===== src/rtl/tinf_pkg.sv =====
package tinf_pkg;
  localparam int CH_MAX = 4;
  localparam int REG_W  = 8;
  localparam int IDX_W  = 3;

  typedef struct packed {
    logic [CH_MAX-1:0] fltEn;
    logic              ch1FromRxd;
  } ctrlStrobes_t;
endpackage


===== src/rtl/tinf_chan.sv =====
module tinf_chan #(
  parameter int SYNC_STAGES = 2
) (
  input  logic clk,
  input  logic rstN,
  input  logic tick,
  input  logic fltEn,
  input  logic pinIn,
  output logic filtOut
);
  logic [SYNC_STAGES-1:0] syncQ;
  logic                   syncOut;
  logic                   prevQ;
  logic                   outQ;
  logic                   agree;

  assign syncOut = syncQ[SYNC_STAGES-1];
  assign agree   = (syncOut == prevQ);

  always_ff @(posedge clk or negedge rstN) begin
    if (!rstN) begin
      syncQ <= '0;
      prevQ <= 1'b0;
      outQ  <= 1'b0;
    end else if (tick) begin
      syncQ <= {syncQ[SYNC_STAGES-2:0], pinIn};
      prevQ <= syncOut;
      if (!fltEn || agree) begin
        outQ <= syncOut;
      end
    end
  end

  assign filtOut = outQ;
endmodule


===== src/rtl/tinf_datapath.sv =====
module tinf_datapath
  import tinf_pkg::*;
#(
  parameter int NUM_CH      = 4,
  parameter int SYNC_STAGES = 2
) (
  input  logic              clk,
  input  logic              rstN,
  input  ctrlStrobes_t      strobes,
  input  logic [CH_MAX-1:0] tmrPin,
  input  logic              rxdPin,
  input  logic [CH_MAX-1:0] opClkEn,
  output logic [CH_MAX-1:0] filtOut
);
  for (genvar g = 0; g < CH_MAX; g++) begin : gCh
    if (g < NUM_CH) begin : gLive
      logic rawIn;
      if (g == 1) begin : gMux
        assign rawIn = strobes.ch1FromRxd ? rxdPin : tmrPin[g];
      end else begin : gDirect
        assign rawIn = tmrPin[g];
      end
      tinf_chan #(.SYNC_STAGES(SYNC_STAGES)) uChan (
        .clk    (clk),
        .rstN   (rstN),
        .tick   (opClkEn[g]),
        .fltEn  (strobes.fltEn[g]),
        .pinIn  (rawIn),
        .filtOut(filtOut[g])
      );
    end else begin : gAbsent
      assign filtOut[g] = 1'b0;
    end
  end
endmodule


===== src/rtl/tinf_ctrl.sv =====
module tinf_ctrl
  import tinf_pkg::*;
#(
  parameter int NUM_CH = 4
) (
  input  logic             clk,
  input  logic             rstN,
  input  logic             byteWrEn,
  input  logic [REG_W-1:0] byteWrData,
  input  logic             bitWrEn,
  input  logic [IDX_W-1:0] bitWrIdx,
  input  logic             bitWrData,
  input  logic             ch1SrcSel,
  output logic [REG_W-1:0] ctrlRdData,
  output ctrlStrobes_t     strobes
);
  localparam logic [REG_W-1:0] VALID_MASK = REG_W'((1 << NUM_CH) - 1);

  logic [REG_W-1:0] regQ;
  logic [REG_W-1:0] bitSel;
  logic [REG_W-1:0] regNext;

  assign bitSel = VALID_MASK & (REG_W'(1) << bitWrIdx);

  always_comb begin
    regNext = regQ;
    if (byteWrEn) begin
      regNext = byteWrData & VALID_MASK;
    end else if (bitWrEn) begin
      regNext = (regQ & ~bitSel) | (bitWrData ? bitSel : '0);
    end
  end

  always_ff @(posedge clk or negedge rstN) begin
    if (!rstN) regQ <= '0;
    else       regQ <= regNext;
  end

  assign ctrlRdData         = regQ;
  assign strobes.fltEn      = regQ[CH_MAX-1:0];
  assign strobes.ch1FromRxd = ch1SrcSel;
endmodule


===== src/rtl/tinf_top.sv =====
module tinf_top
  import tinf_pkg::*;
#(
  parameter int NUM_CH      = 4,
  parameter int SYNC_STAGES = 2
) (
  input  logic       clk,
  input  logic       rstN,
  input  logic       byteWrEn,
  input  logic [7:0] byteWrData,
  input  logic       bitWrEn,
  input  logic [2:0] bitWrIdx,
  input  logic       bitWrData,
  input  logic       ch1SrcSel,
  input  logic [3:0] tmrPin,
  input  logic       rxdPin,
  input  logic [3:0] opClkEn,
  output logic [7:0] ctrlRdData,
  output logic [3:0] filtOut
);
  ctrlStrobes_t strobes;

  tinf_ctrl #(.NUM_CH(NUM_CH)) uCtrl (
    .clk       (clk),
    .rstN      (rstN),
    .byteWrEn  (byteWrEn),
    .byteWrData(byteWrData),
    .bitWrEn   (bitWrEn),
    .bitWrIdx  (bitWrIdx),
    .bitWrData (bitWrData),
    .ch1SrcSel (ch1SrcSel),
    .ctrlRdData(ctrlRdData),
    .strobes   (strobes)
  );

  tinf_datapath #(.NUM_CH(NUM_CH), .SYNC_STAGES(SYNC_STAGES)) uPath (
    .clk    (clk),
    .rstN   (rstN),
    .strobes(strobes),
    .tmrPin (tmrPin),
    .rxdPin (rxdPin),
    .opClkEn(opClkEn),
    .filtOut(filtOut)
  );
endmodule


===== config.mk =====
export PLATFORM = sky130hd
export DESIGN_NAME = tinf_top
export DESIGN_NICKNAME = d
export VERILOG_FILES = /design/src/rtl/tinf_pkg.sv /design/src/rtl/tinf_chan.sv /design/src/rtl/tinf_datapath.sv /design/src/rtl/tinf_ctrl.sv /design/src/rtl/tinf_top.sv
export SDC_FILE = /design/constraint.sdc
export NUM_CORES = 1
export LEC_CHECK = 0
export ABC_AREA = 1
export BUFFER_PORTS_ARGS = -buffer_cell sky130_fd_sc_hd__buf_4
export CAP_MARGIN = 20
export CORE_ASPECT_RATIO = 0.7
export CORE_UTILIZATION = 48
export CTS_BUF_LIST = sky130_fd_sc_hd__clkbuf_4 sky130_fd_sc_hd__clkbuf_8 sky130_fd_sc_hd__clkbuf_16
export CTS_CLUSTER_DIAMETER = 100
export CTS_CLUSTER_SIZE = 20
export DETAILED_ROUTE_END_ITERATION = 6
export GPL_TIMING_DRIVEN = 1
export MAX_ROUTING_LAYER = met4
export PLACE_DENSITY = 0.78
export SLEW_MARGIN = 20
export SYNTH_ARGS = -nofsm -noshare
export SYNTH_HDL_FRONTEND = slang
export SYNTH_HIERARCHICAL = 1
export SYNTH_SLANG_ARGS = --single-unit

===== constraint.sdc =====
create_clock -name clk -period 0.9 [get_ports clk]
set_clock_uncertainty 0.05 [all_clocks]
set_input_delay 0.045 -clock clk [delete_from_list [all_inputs] [get_ports clk]]
set_output_delay 0.045 -clock clk [all_outputs]
set_load 0.05 [all_outputs]

==> Word level (Yosys, flattened, before mapping) <==
Cells that the tools add are included.
{ "totals": {"regBits": 24, "latchBits": 0, "mem_bits_rw": 0, "rom_bits": 0, "input_bits": 26, "out_inout_bits": 12, "wordCells": 38, "n_memories": 0} }
{ "classes": {"addsub": 0, "multipliers": 0, "div_mod_pow": 0, "order_cmp": 0, "n_eq_ne": 4, "n_shift": 1, "n_mux": 4, "bitwise_logic": 3, "n_reduce_logical": 13} }
{ "op_table": {"columns": ["cell", "count"], "rows": [
  ["8-bit two-way mux", 2],
  ["8-bit bitwise AND", 1],
  ["4-bit NOT with 8-bit output", 1],
  ["8-bit OR", 1],
  ["2-bit AND reduction", 4],
  ["1-bit == test", 4],
  ["1-bit zero test", 4],
  ["1-bit logical OR", 4],
  ["4-bit two-way mux", 1],
  ["1-bit by 3-bit << shifter with 4-bit output (first input constant)", 1],
  ["2-bit nonzero test", 1],
  ["1-bit two-way mux", 1]
]} }

==> Longest topological paths before layout <==
{ "logic_depth": {"depth_word": 6, "depth_mapped": 6, "depth_no_buf": 6} }

==> Cells and area by module <==
Netlist, hierarchy kept.
{ "by_module_without_submodules": {"columns": ["module", "instances", "cells_each", "area_each_um2", "seq_area_each_um2"], "rows": [
  ["tinf_chan", 4, 21, 167.7, 100.1],
  ["tinf_ctrl", 1, 53, 345.3, 100.1],
  ["tinf_datapath", 1, 4, 15.0, 0.0]
]} }

==> Worst setup path before layout <==
Ideal clock, no wire load.
{ "synth_timing": {"path_kind": "reg2reg", "start": "reg uCtrl.regQ[0], in the netlist uCtrl/ctrlRdData[0]", "end": "reg uPath.gCh[0].gLive.uChan.outQ", "setup_time_ps": 118, "arrival_time_ps": 1021, "required_ps": 732, "setup_slack_ps": -289, "path_stages_with_launch": 7, "path_buffers": 1, "synth_period_minus_slack_ps": 1189, "cell_sequence": "dfrtp_1 -> buf_4 -> nand2_1 -> nand2_1 -> nand2_1 -> nand2_1 -> nand2_1"} }
{ "synth_via": {"elab_chain_cells": 3} }
{ "synth_rtl": {"columns": ["element", "line", "source"], "rows": [
  ["from (decl)", "tinf_ctrl.sv:19", "logic [REG_W-1:0] regQ;"],
  ["from (signal assigned)", "tinf_ctrl.sv:36", "else regQ <= regNext;"],
  ["1-bit zero test", "tinf_chan.sv:28", "if (!fltEn || agree) begin"],
  ["1-bit logical OR", "tinf_chan.sv:28", null],
  ["2-bit AND reduction (no source line)", null, null],
  ["to (signal assigned)", "tinf_chan.sv:29", "outQ <= syncOut;"],
  ["to (decl)", "tinf_chan.sv:14", "logic outQ;"]
]} }
No other way between the ends.
A chain may end at the register's enable or synchronous reset.

==> Worst setup path after layout <==
{ "layout_timing": {"start": "reg uCtrl.regQ[1], in the netlist uCtrl/ctrlRdData[1]", "end": "out ctrlRdData[1]"} }
{ "layout_rtl": {"columns": ["element", "line", "source"], "rows": [
  ["to (decl)", "tinf_top.sv:18", "output logic [7:0] ctrlRdData,"]
]} }
No word-level cell between the ends.

==> results.yml <==
yosys:
  syn_area_per_cell_sq_um: 7.312
  ys_seq_area_share_pct: 48.54
  synth-seq-cells: 20
  synth_cells: 141
  syn-cell-area_sq_mm: 0.001031
  yosysUniqueCellTypes: 12
  ys_warn_count: 6
routing:
  drc: 2
  drt_iter0_markers: 20
  routed-via-count: 1016
  ant_nets: 0
  avgViaCountPerCell: 4.792
  firstDrtPassIters: 6
  wl_um: 2268
  routedWlPerCell_um: 10.70
clocking:
  cts.htree.levels: 1
  cts-buffers-inserted: 3
  clk_pin_slew_ps: 110
  cts_tree: "done"
  insertion_delay_ps: 300
  cts_buffer_depth: 2
  cts_sinks: 20
  cts-root-buf: "clkbuf_4"
power:
  powerDensity_mw_per_mm2: 1625
  power_frac_comb_pct: 34.4
  switching_share_pct: 34.04
  power_frac_seq_pct: 44.5
  leakagePower_nw: 0.8287
  peakVddDrop_v: 0.001266
  p_total_mw: 2.457
  p_sw_mw: 0.8362
  intPower_mw: 1.620
  clockPowerShare_pct: 21.1
timing:
  hold_viol_final: 0
  layout_min_cycle_time_ps: 994.2
  setup_slack_ps: -94.16
  slew_violations: 0
  setup_violations: 11
  setup-tns-final_ps: -685.9
  rsz0062_at_grt: "yes"
  max_freq_mhz: 1006
  finalCritPeriodShare_pct: 110.5
floorplanning:
  row_count: 13
  start_util_pct: 53.26
  ios: 38
  die_area_sq_mm: 0.002340
  dieHeight_um: 40.78
  core_sq_mm: 0.001936
  die_w_um: 57.40
worst_setup_path:
  crit_family: "flip-flops"
  critPathLaunchType: "flop"
  worst_path_max_delay_cell: "dfrtp_2"
  critical_path_class: "reg -> out"
  critPathRequiredTime_ps: 810
  slowest_delay_ps: 440
  end_kind: "primary output"
  crit_arrival_ps: 900
  cp.buffers_inverters: 1
  cp_max_fo: 3
  crit_chain: "buf_6"
status:
  violations: "DRC, setup timing"
  run_status: "finished, violations left"
global_routing:
  gr-total-overflow: 0
  grt_pass1_wl_um: 3657
  antenna_found_initial: 0
  grt_pass1_vias: 896
  grt_max_degree: 21
  track_usage_pct: 22.97
layout:
  antenna_cells: 0
  register_area_sq_um: 505.5
  final_nets: 217
  drive_gt1_share_pct: 27.37
  syn2layout_area_growth_pct: 46.60
  final_util_pct: 78.09
  multi_input_area_sq_um: 420.4
  filler_cell_count: 139
min_path:
  hp-class: "in -> reg"
placement:
  dpl.hpwl_um: 1543
  place.gp.congestion: 0.8794
  place_ws_ps: 45.75
  io_buffers: 29
flow_run:
  drv_cap: 0
metal layers:
layer	part of all wire (%)	global-route usage, %
met2	53	43.60
met3	3.9	6.625
met5	0	-
met1	40	23.47
met4	2.9	9.756
registers in the layout, indices dropped and copies added, names as in the netlist:
| register | count |
|---|---|
| uPath/gCh.gLive.uChan/syncQ | 8 |
| uCtrl/ctrlRdData | 4 |
| uPath/gCh.gLive.uChan/filtOut | 4 |
| uPath/gCh.gLive.uChan/prevQ | 4 |
worst paths after layout:
| kind | start | to | slack [ps] | cells after the start |
|---|---|---|---|---|
| max in group asynchronous | rstN | uCtrl/ctrlRdData[1] | 480 | 2 |
| worst max register to register | uCtrl/ctrlRdData[3] | uPath/gCh[3].gLive.uChan/filtOut | -40 | 6 |
| worst min register to register | uPath/gCh[0].gLive.uChan/syncQ[0] | uPath/gCh[0].gLive.uChan/syncQ[1] | 470 | 2 |
| worst max-delay path | uCtrl/ctrlRdData[1] | ctrlRdData[1] | -90 | 1 |
| min in group asynchronous | rstN | uPath/gCh[3].gLive.uChan/prevQ | 90 | 2 |
| worst min-delay path | byteWrEn | uCtrl/ctrlRdData[3] | 30 | 5 |
Yosys cell counts:
cell type  count  area (sq um)
dfrtp_1       20         500.5
inv_2          1         3.750
nand3_1       12         60.06
inv_1         16         60.06
o21ai_0        8         40.04
buf_4          9         67.56
nand2_1       63         236.5
nor2_2         2         12.51
conb_1         1         3.750
nor2_4         1         11.26
a21oi_1        4         20.02
nor2_1         4         15.01
power groups by stage:
stage / clock [mW] / sequential (mW) / combinational, mW
3_3_place_gp: 0 / 1.11 / 0.642
3_5_place_dp: 0 / 1.11 / 0.665
6_report: 0.519 / 1.09 / 0.845
4_1_cts: 0.539 / 1.09 / 0.827
5_1_grt: 0.563 / 1.11 / 0.919
2_1_floorplan: 0 / 1.29 / 0.283
cell usage in the layout (no fill, tap or decap), drive strengths merged:
master,instances
a21oi,4
nand3,12
buf,36
dfrtp,20
inv,17
o21ai,8
nor2,7
dlygate4sd3,15
conb,4
clkbuf,4
nand2,63
stage by stage:
stage	hold WS [ps]	area [sq um]	instances
after global placement	-117.5	1225	186
after global routing	46.23	1511	212
after CTS	11.59	1490	211
after detailed placement	-113.1	1225	186
after floorplan	-300.6	1062	144
final	26.39	1511	212
layout make-up:
class | instances | share of cell area, %
Clock buffer | 4 | 2.401
Inverter | 17 | 4.222
Multi-Input combinational cell | 98 | 27.81
Sequential cell | 20 | 33.44
Tap cell | 22 | 1.821
Timing Repair Buffer | 51 | 30.30
what timing repair did:
item / in CTS / in global routing
gates resized for setup: 9 / 5
hold buffers: 15 / 0
setup endpoints to repair: 8 / 12
cloned: 0 / 0
pin swaps: 0 / 7
endpoints found under the hold margin: 40 / 0
setup buffers: 6 / 1
logic make-up (layout without fill, tap and decap cells):
| logic type | Yosys count | in the layout | share of synthesized area [%] |
|---|---|---|---|
| AO/OA/AOI/OAI | 12 | 12 | 5.825 |
| buffers and inverters | 26 | 72 | 12.74 |
| flip-flops | 20 | 20 | 48.54 |
| other | 1 | 4 | 0.3637 |
| AND/OR/NAND/NOR | 82 | 82 | 32.52 |
Power figures use the tool's default switching activity.
